--- src/rtl/ldrv_pkg.sv ---
package ldrv_pkg;
  typedef enum logic [2:0] {
    OP_GAIN   = 3'd0,
    OP_TXEN   = 3'd1,
    OP_SLEEP  = 3'd2,
    OP_STORE  = 3'd3,
    OP_RECALL = 3'd4
  } reqOp_e;

  // strobes from control to the serial datapath
  typedef struct packed {
    logic load;   // open frame: drop strobe, load word
    logic rise;   // serial clock high
    logic fall;   // serial clock low, advance data
    logic close;  // raise strobe to latch
  } serStb_t;
endpackage

--- src/rtl/ldrv_shift.sv ---
module ldrv_shift
  import ldrv_pkg::*;
#(
  parameter int WORD_W = 8
) (
  input  logic              clk,
  input  logic              rstN,
  input  serStb_t           stb,
  input  logic [WORD_W-1:0] frameWord,
  output logic              latchN,
  output logic              serClk,
  output logic              serDat
);
  logic [WORD_W-1:0] shReg;

  always_ff @(posedge clk) begin
    if (!rstN) begin
      shReg  <= '0;
      serClk <= 1'b0;
      latchN <= 1'b1;
    end else begin
      if (stb.load) begin
        shReg  <= frameWord;
        latchN <= 1'b0;
      end
      if (stb.rise) serClk <= 1'b1;
      if (stb.fall) begin
        serClk <= 1'b0;
        shReg  <= {shReg[WORD_W-2:0], 1'b0};
      end
      if (stb.close) latchN <= 1'b1;
    end
  end

  assign serDat = shReg[WORD_W-1];

  AST_CLK_LOW_IDLE: assert property (@(posedge clk) disable iff (!rstN)
    latchN |-> !serClk) else $error("serial clock active outside frame");
  AST_DATA_HELD_HIGH: assert property (@(posedge clk) disable iff (!rstN)
    (serClk && $past(serClk)) |-> $stable(shReg)) else $error("data moved while clock high");
  AST_NO_NESTED_LOAD: assert property (@(posedge clk) disable iff (!rstN)
    stb.load |-> latchN) else $error("frame opened inside frame");
endmodule

--- src/rtl/ldrv_ctrl.sv ---
module ldrv_ctrl
  import ldrv_pkg::*;
#(
  parameter int HALF_CYC = 4,
  parameter int WORD_W   = 8,
  parameter int SLOTS    = 2,
  parameter int GAIN_MAX = 79
) (
  input  logic              clk,
  input  logic              rstN,
  input  logic              reqValid,
  input  logic [2:0]        reqOp,
  input  logic [WORD_W-1:0] reqArg,
  output logic              busy,
  output logic              ack,
  output logic              txOn,
  output logic              runMode,
  output logic [WORD_W-1:0] frameWord,
  output serStb_t           stb
);
  localparam int TMR_W  = $clog2(HALF_CYC + 1);
  localparam int BIT_W  = $clog2(WORD_W);
  localparam int SLOT_W = (SLOTS > 1) ? $clog2(SLOTS) : 1;
  localparam logic [TMR_W-1:0]  TMR_LOAD = TMR_W'(HALF_CYC - 1);
  localparam logic [BIT_W-1:0]  BIT_LAST = BIT_W'(WORD_W - 1);
  localparam logic [WORD_W-1:0] CODE_TOP = WORD_W'(GAIN_MAX);

  typedef enum logic [2:0] {S_IDLE, S_SETUP, S_HI, S_LO, S_HOLD} state_e;

  state_e            state;
  logic [TMR_W-1:0]  tmr;
  logic [BIT_W-1:0]  bitCnt;
  logic              gainValid;
  logic [WORD_W-1:0] curGain;
  logic [WORD_W-1:0] slotMem [SLOTS];
  logic [SLOT_W-1:0] slotSel;
  logic              slotOk, tmrDone, startFrame;
  logic [WORD_W-1:0] clampCode, slotWord;
  reqOp_e            op;

  assign op        = reqOp_e'(reqOp);
  assign slotSel   = reqArg[SLOT_W-1:0];
  assign slotOk    = (int'(slotSel) < SLOTS);
  assign slotWord  = slotOk ? slotMem[slotSel] : '0;
  assign clampCode = (reqArg > CODE_TOP) ? CODE_TOP : reqArg;
  assign tmrDone   = (tmr == '0);
  assign busy      = (state != S_IDLE);
  assign startFrame = (state == S_IDLE) && reqValid &&
                      ((op == OP_GAIN) || (op == OP_RECALL));
  assign frameWord = (op == OP_GAIN) ? clampCode : slotWord;

  always_comb begin
    stb       = '0;
    stb.load  = startFrame;
    stb.rise  = tmrDone && ((state == S_SETUP) ||
                ((state == S_LO) && (bitCnt != BIT_LAST)));
    stb.fall  = tmrDone && (state == S_HI);
    stb.close = tmrDone && (state == S_LO) && (bitCnt == BIT_LAST);
  end

  always_ff @(posedge clk) begin
    if (!rstN) begin
      state     <= S_IDLE;
      tmr       <= '0;
      bitCnt    <= '0;
      ack       <= 1'b0;
      txOn      <= 1'b0;
      runMode   <= 1'b1;
      gainValid <= 1'b0;
      curGain   <= '0;
      for (int i = 0; i < SLOTS; i++) slotMem[i] <= '0;
    end else begin
      ack <= 1'b0;
      unique case (state)
        S_IDLE: if (reqValid) begin
          if (startFrame) begin
            curGain <= frameWord;
            state   <= S_SETUP;
            tmr     <= TMR_LOAD;
            bitCnt  <= '0;
          end else begin
            ack <= 1'b1;
            case (op)
              OP_TXEN:  txOn    <= reqArg[0] & gainValid;
              OP_SLEEP: runMode <= ~reqArg[0];
              OP_STORE: if (slotOk) slotMem[slotSel] <= curGain;
              default: ;
            endcase
          end
        end
        S_SETUP: if (tmrDone) begin state <= S_HI; tmr <= TMR_LOAD; end
                 else tmr <= tmr - 1'b1;
        S_HI:    if (tmrDone) begin state <= S_LO; tmr <= TMR_LOAD; end
                 else tmr <= tmr - 1'b1;
        S_LO:    if (tmrDone) begin
                   tmr <= TMR_LOAD;
                   if (bitCnt == BIT_LAST) state <= S_HOLD;
                   else begin bitCnt <= bitCnt + 1'b1; state <= S_HI; end
                 end else tmr <= tmr - 1'b1;
        S_HOLD:  if (tmrDone) begin
                   state     <= S_IDLE;
                   ack       <= 1'b1;
                   gainValid <= 1'b1;
                 end else tmr <= tmr - 1'b1;
        default: state <= S_IDLE;
      endcase
    end
  end

  AST_TX_AFTER_GAIN: assert property (@(posedge clk) disable iff (!rstN)
    txOn |-> gainValid) else $error("transmit before gain loaded");
  AST_ACK_ONE_CYCLE: assert property (@(posedge clk) disable iff (!rstN)
    ack |=> !ack) else $error("ack wider than one cycle");
  AST_CODE_IN_RANGE: assert property (@(posedge clk) disable iff (!rstN)
    curGain <= CODE_TOP) else $error("gain code out of range");
  AST_BUSY_HOLDS_OP: assert property (@(posedge clk) disable iff (!rstN)
    (busy && $past(busy)) |-> $stable(curGain)) else $error("request taken while busy");
endmodule

--- src/rtl/ldrv_seq.sv ---
module ldrv_seq
  import ldrv_pkg::*;
#(
  parameter int HALF_CYC = 4,
  parameter int WORD_W   = 8,
  parameter int SLOTS    = 2,
  parameter int GAIN_MAX = 79
) (
  input  logic              clk,
  input  logic              rstN,
  input  logic              reqValid,
  input  logic [2:0]        reqOp,
  input  logic [WORD_W-1:0] reqArg,
  output logic              busy,
  output logic              ack,
  output logic              latchN,
  output logic              serClk,
  output logic              serDat,
  output logic              txOn,
  output logic              runMode
);
  serStb_t           stb;
  logic [WORD_W-1:0] frameWord;

  ldrv_ctrl #(.HALF_CYC(HALF_CYC), .WORD_W(WORD_W), .SLOTS(SLOTS), .GAIN_MAX(GAIN_MAX)) u_ctrl (
    .clk(clk), .rstN(rstN), .reqValid(reqValid), .reqOp(reqOp), .reqArg(reqArg),
    .busy(busy), .ack(ack), .txOn(txOn), .runMode(runMode),
    .frameWord(frameWord), .stb(stb));

  ldrv_shift #(.WORD_W(WORD_W)) u_shift (
    .clk(clk), .rstN(rstN), .stb(stb), .frameWord(frameWord),
    .latchN(latchN), .serClk(serClk), .serDat(serDat));
endmodule

--- config.mk ---
export PLATFORM = sky130hd
export DESIGN_NAME = ldrv_seq
export DESIGN_NICKNAME = d
export VERILOG_FILES = /design/src/rtl/ldrv_pkg.sv /design/src/rtl/ldrv_shift.sv /design/src/rtl/ldrv_ctrl.sv /design/src/rtl/ldrv_seq.sv
export SDC_FILE = /design/constraint.sdc
export NUM_CORES = 1
export LEC_CHECK = 0
export CAP_MARGIN = 10
export CORE_UTILIZATION = 43
export DETAILED_ROUTE_END_ITERATION = 8
export DONT_BUFFER_PORTS = 1
export GPL_ROUTABILITY_DRIVEN = 0
export HOLD_SLACK_MARGIN = 0.06
export PLACE_DENSITY = 0.57
export SETUP_SLACK_MARGIN = 0.02
export SYNTH_ARGS = -nofsm -noshare
export SYNTH_HDL_FRONTEND = slang
export SYNTH_HIERARCHICAL = 1
export SYNTH_SLANG_ARGS = --single-unit
--- constraint.sdc ---
create_clock -name clk -period 1.95 [get_ports clk]
set_clock_uncertainty 0.15 [all_clocks]
set_input_delay 0.0975 -clock clk [delete_from_list [all_inputs] [get_ports clk]]
set_output_delay 0.0975 -clock clk [all_outputs]
set_load 0.02 [all_outputs]
==> impl_results.md <==
* Num ports at 21
* Pre-CTS setup slack at 0.185 ns
* Run status: finished, violations left
* Syn_nets at 253
* Max Slew Vio Count at 0
* Critical path launch point type: flip-flop
* Pleak at 1.17 nW
* Gate count of the mapped netlist at 235
* Worst hold margin at -0.254 ns
* CP Capture Type: flip-flop
* Mux contribution to synthesized area at 0.128
* Port-buffer cells at 0
* Largest family of logic cells by synthesized area: simple AND/OR/NAND/NOR gates
* Sequential share of the synthesized area at 0.455
* Final cell count without fillers at 319
* Post-route clock period utilization at 0.919
* Worst path required time at 1.99 ns
* Vias per cell at 5.26
* Rel. slew slack at 0.651
* Most common cell after layout, fill and taps aside: dfxtp_1
* Final hold viol count at 29
* DRC viols at 0
* Post-layout power at 0.00257 W
* Post-Syn Area at 2420 um^2
* Minimum clock period at 1.79 ns
* Rows at 26
* TritonCTS clock tree: done
* Async S/R FF share, synth at 0
* Final WL at 4.90 mm
* NumNets Final at 266
* Antenna viol nets, final at 0
* Die ar. at 5930 um^2
* Clock sink count at 47
* Max-cap violations at 0
* Setup-failing EPs final at 0
* DR vias at 1,677
* Global-route wire length before repair at 8.05 mm
* Failing checks: hold timing
* Compound-gate portion of the synthesized area at 0.106
* Gr usage total at 0.178
* Ys flop type: dfxtp_1
* Fmax at 558 MHz
* R2R cell count at 5
* Die width at 77.0 um
* Post-DR wirelength/cell at 15.4 um
* DRT iter0 DRCs at 172
* Worst hold stages at 1
* Hold/Removal Path Class: in2reg
* Initial Utilization at 0.459
* Simple-gate share of the synthesized area at 0.230
* RSZ-0062 raised after global routing: no
* CTS Buffer Depth at 2
* Post-synth EDFFs at 16
* Vias in the first global route at 1,598
* Die Height at 77.0 um
* Peak supply drop at 0.000514 V
* Critical path arrival at 1.83 ns
* DP Cell Count at 302
* Worst slew pin tran at 0.518 ns
* Ant. Diodes at 0
* Root buf cell: clkbuf_8
* Core area at 5270 um^2
* Share of layout cells above drive strength 1 at 0.141
* Pin count of the biggest net entering global routing at 36
* WS Path Type: reg2reg
* XOR/XNOR share of the synthesized area at 0
* Average size of a mapped cell at 10.3 um^2
* Seq cells post-synth at 47
* Distinct cells, synth at 39
* Clock Latency Late Sink at 0.30 ns
* Worst-path clk slew at 0.08 ns
* Power per cell area at 957 nW/um^2
* Initial antenna violation count at 0
* Area Overhead vs Synth at 11.0%
* Pre-antenna DRT Iters at 4
* Detailed-placement wirelength estimate at 3.43 mm
* Grt ovf at 0
* CTS buffer count at 5
* Worst-path maximum fanout at 5
* H-Tree Level Count at 2
* Ys Warns at 6
* Final worst slack at 0.159 ns
* Synth Area in Adders at 0.0207
* Hold-fix buffers, CTS at 9
* Most frequent cells in the layout: dfxtp_1 (31), mux2i_1 (19), nand2_1 (17), and2_1 (17), edfxtp_1 (16)
## metal layers
metal	wire length [um]	vias up	global-route usage
met5	0	-	0
met4	75	0	0.0736
li1	-	861	-
met2	2070	31	0.251
met1	2530	778	0.257
met3	225	7	0.0452
## Yosys cell counts, types with 4 or more instances
master	instances	area, um^2
mux2_4	7	105
o211a_1	9	90.1
buf_6	4	45.0
edfxtp_1	16	480
buf_2	7	35.0
nor3_1	8	40.0
inv_1	8	30.0
dfxtp_1	31	621
mux2i_1	19	190
o21ai_0	6	30.0
nor2b_1	9	56.3
and2_1	17	106
a32oi_1	4	35.0
ha_1	4	50.1
a21oi_1	9	45.0
nand2_1	17	63.8
nor2_1	12	45.0
nand2b_1	13	81.3
## critical path, stage by stage, from the launching register on
cell and delay (ns):
dfxtp_1 0.34, nor3_4 0.25, nand4b_1 0.17, mux2i_1 0.17
nor2b_1 0.06, dlygate4sd3_1 0.55
## stage by stage
step,util,instance area [um^2],hold WS (ns),TNS (ns)
2_1_floorplan,-,2430,0.125,-0.485
6_report,0.509,2680,-0.254,0
3_5_place_dp,0.476,2510,0.0203,0
3_3_place_gp,0.476,2510,0.0170,0
5_1_grt,0.509,2680,-0.278,0
4_1_cts,0.508,2680,-0.271,0
## final cells by class
cell class                      instances  area, um^2
Clock inverter                          2        7.51
Clock buffer                            6        72.6
Timing Repair Buffer                   23         203
Sequential cell                        47        1100
Multi-Input combinational cell        163        1180
Fill cell                             513        2590
Inverter                                8        30.0
Tap cell                               70        87.6
## logic make-up (layout without fill, tap and decap cells)
kind of cell / Yosys count / after routing
DFF: 47 / 47
buffers and inverters: 25 / 39
and+or+nand+nor: 97 / 97
AOI/OAI and AO/OA: 35 / 35
muxes: 27 / 27
adders and majority gates: 4 / 4
## power by group
part | switching (W) | total, W | internal [W]
clock | 0.000311 | 0.000556 | 0.000245
sequential | 0.0000822 | 0.00120 | 0.00112
combinational | 0.000438 | 0.000812 | 0.000374
## registers in the layout (all words and copies together), names as in the netlist
register          count
u_ctrl/slotMem       16
u_ctrl/txOn           1
u_shift/serClk        1
u_shift/latchN        1
u_ctrl/runMode        1
u_ctrl/ack            1
u_ctrl/curGain        8
u_ctrl/tmr            3
u_ctrl/bitCnt         3
u_shift/shReg         8
u_ctrl/gainValid      1
u_ctrl/state          3
## final timing paths
| path | from | slack [ns] | to |
|---|---|---|---|
| worst min register to register | u_ctrl/gainValid$_SDFFE_PN0P_ | 0.35 | u_ctrl/gainValid$_SDFFE_PN0P_ |
| worst min-delay path | rstN | -0.25 | u_shift/latchN$_SDFFE_PP1P_ |
| worst max register to register | u_ctrl/state[2]$_SDFFE_PN0P_ | 0.16 | u_ctrl/txOn$_SDFFE_PN0P_ |
| worst max-delay path | u_ctrl/state[2]$_SDFFE_PN0P_ | 0.16 | u_ctrl/txOn$_SDFFE_PN0P_ |
## what timing repair did
action                                 in CTS  in global routing
endpoints found under the hold margin      47                 44
setup endpoints to repair                   0                  8
gates resized for setup                     0                  5
setup buffers                               0                  0
No activity file was read; power rests on OpenSTA's default activity.
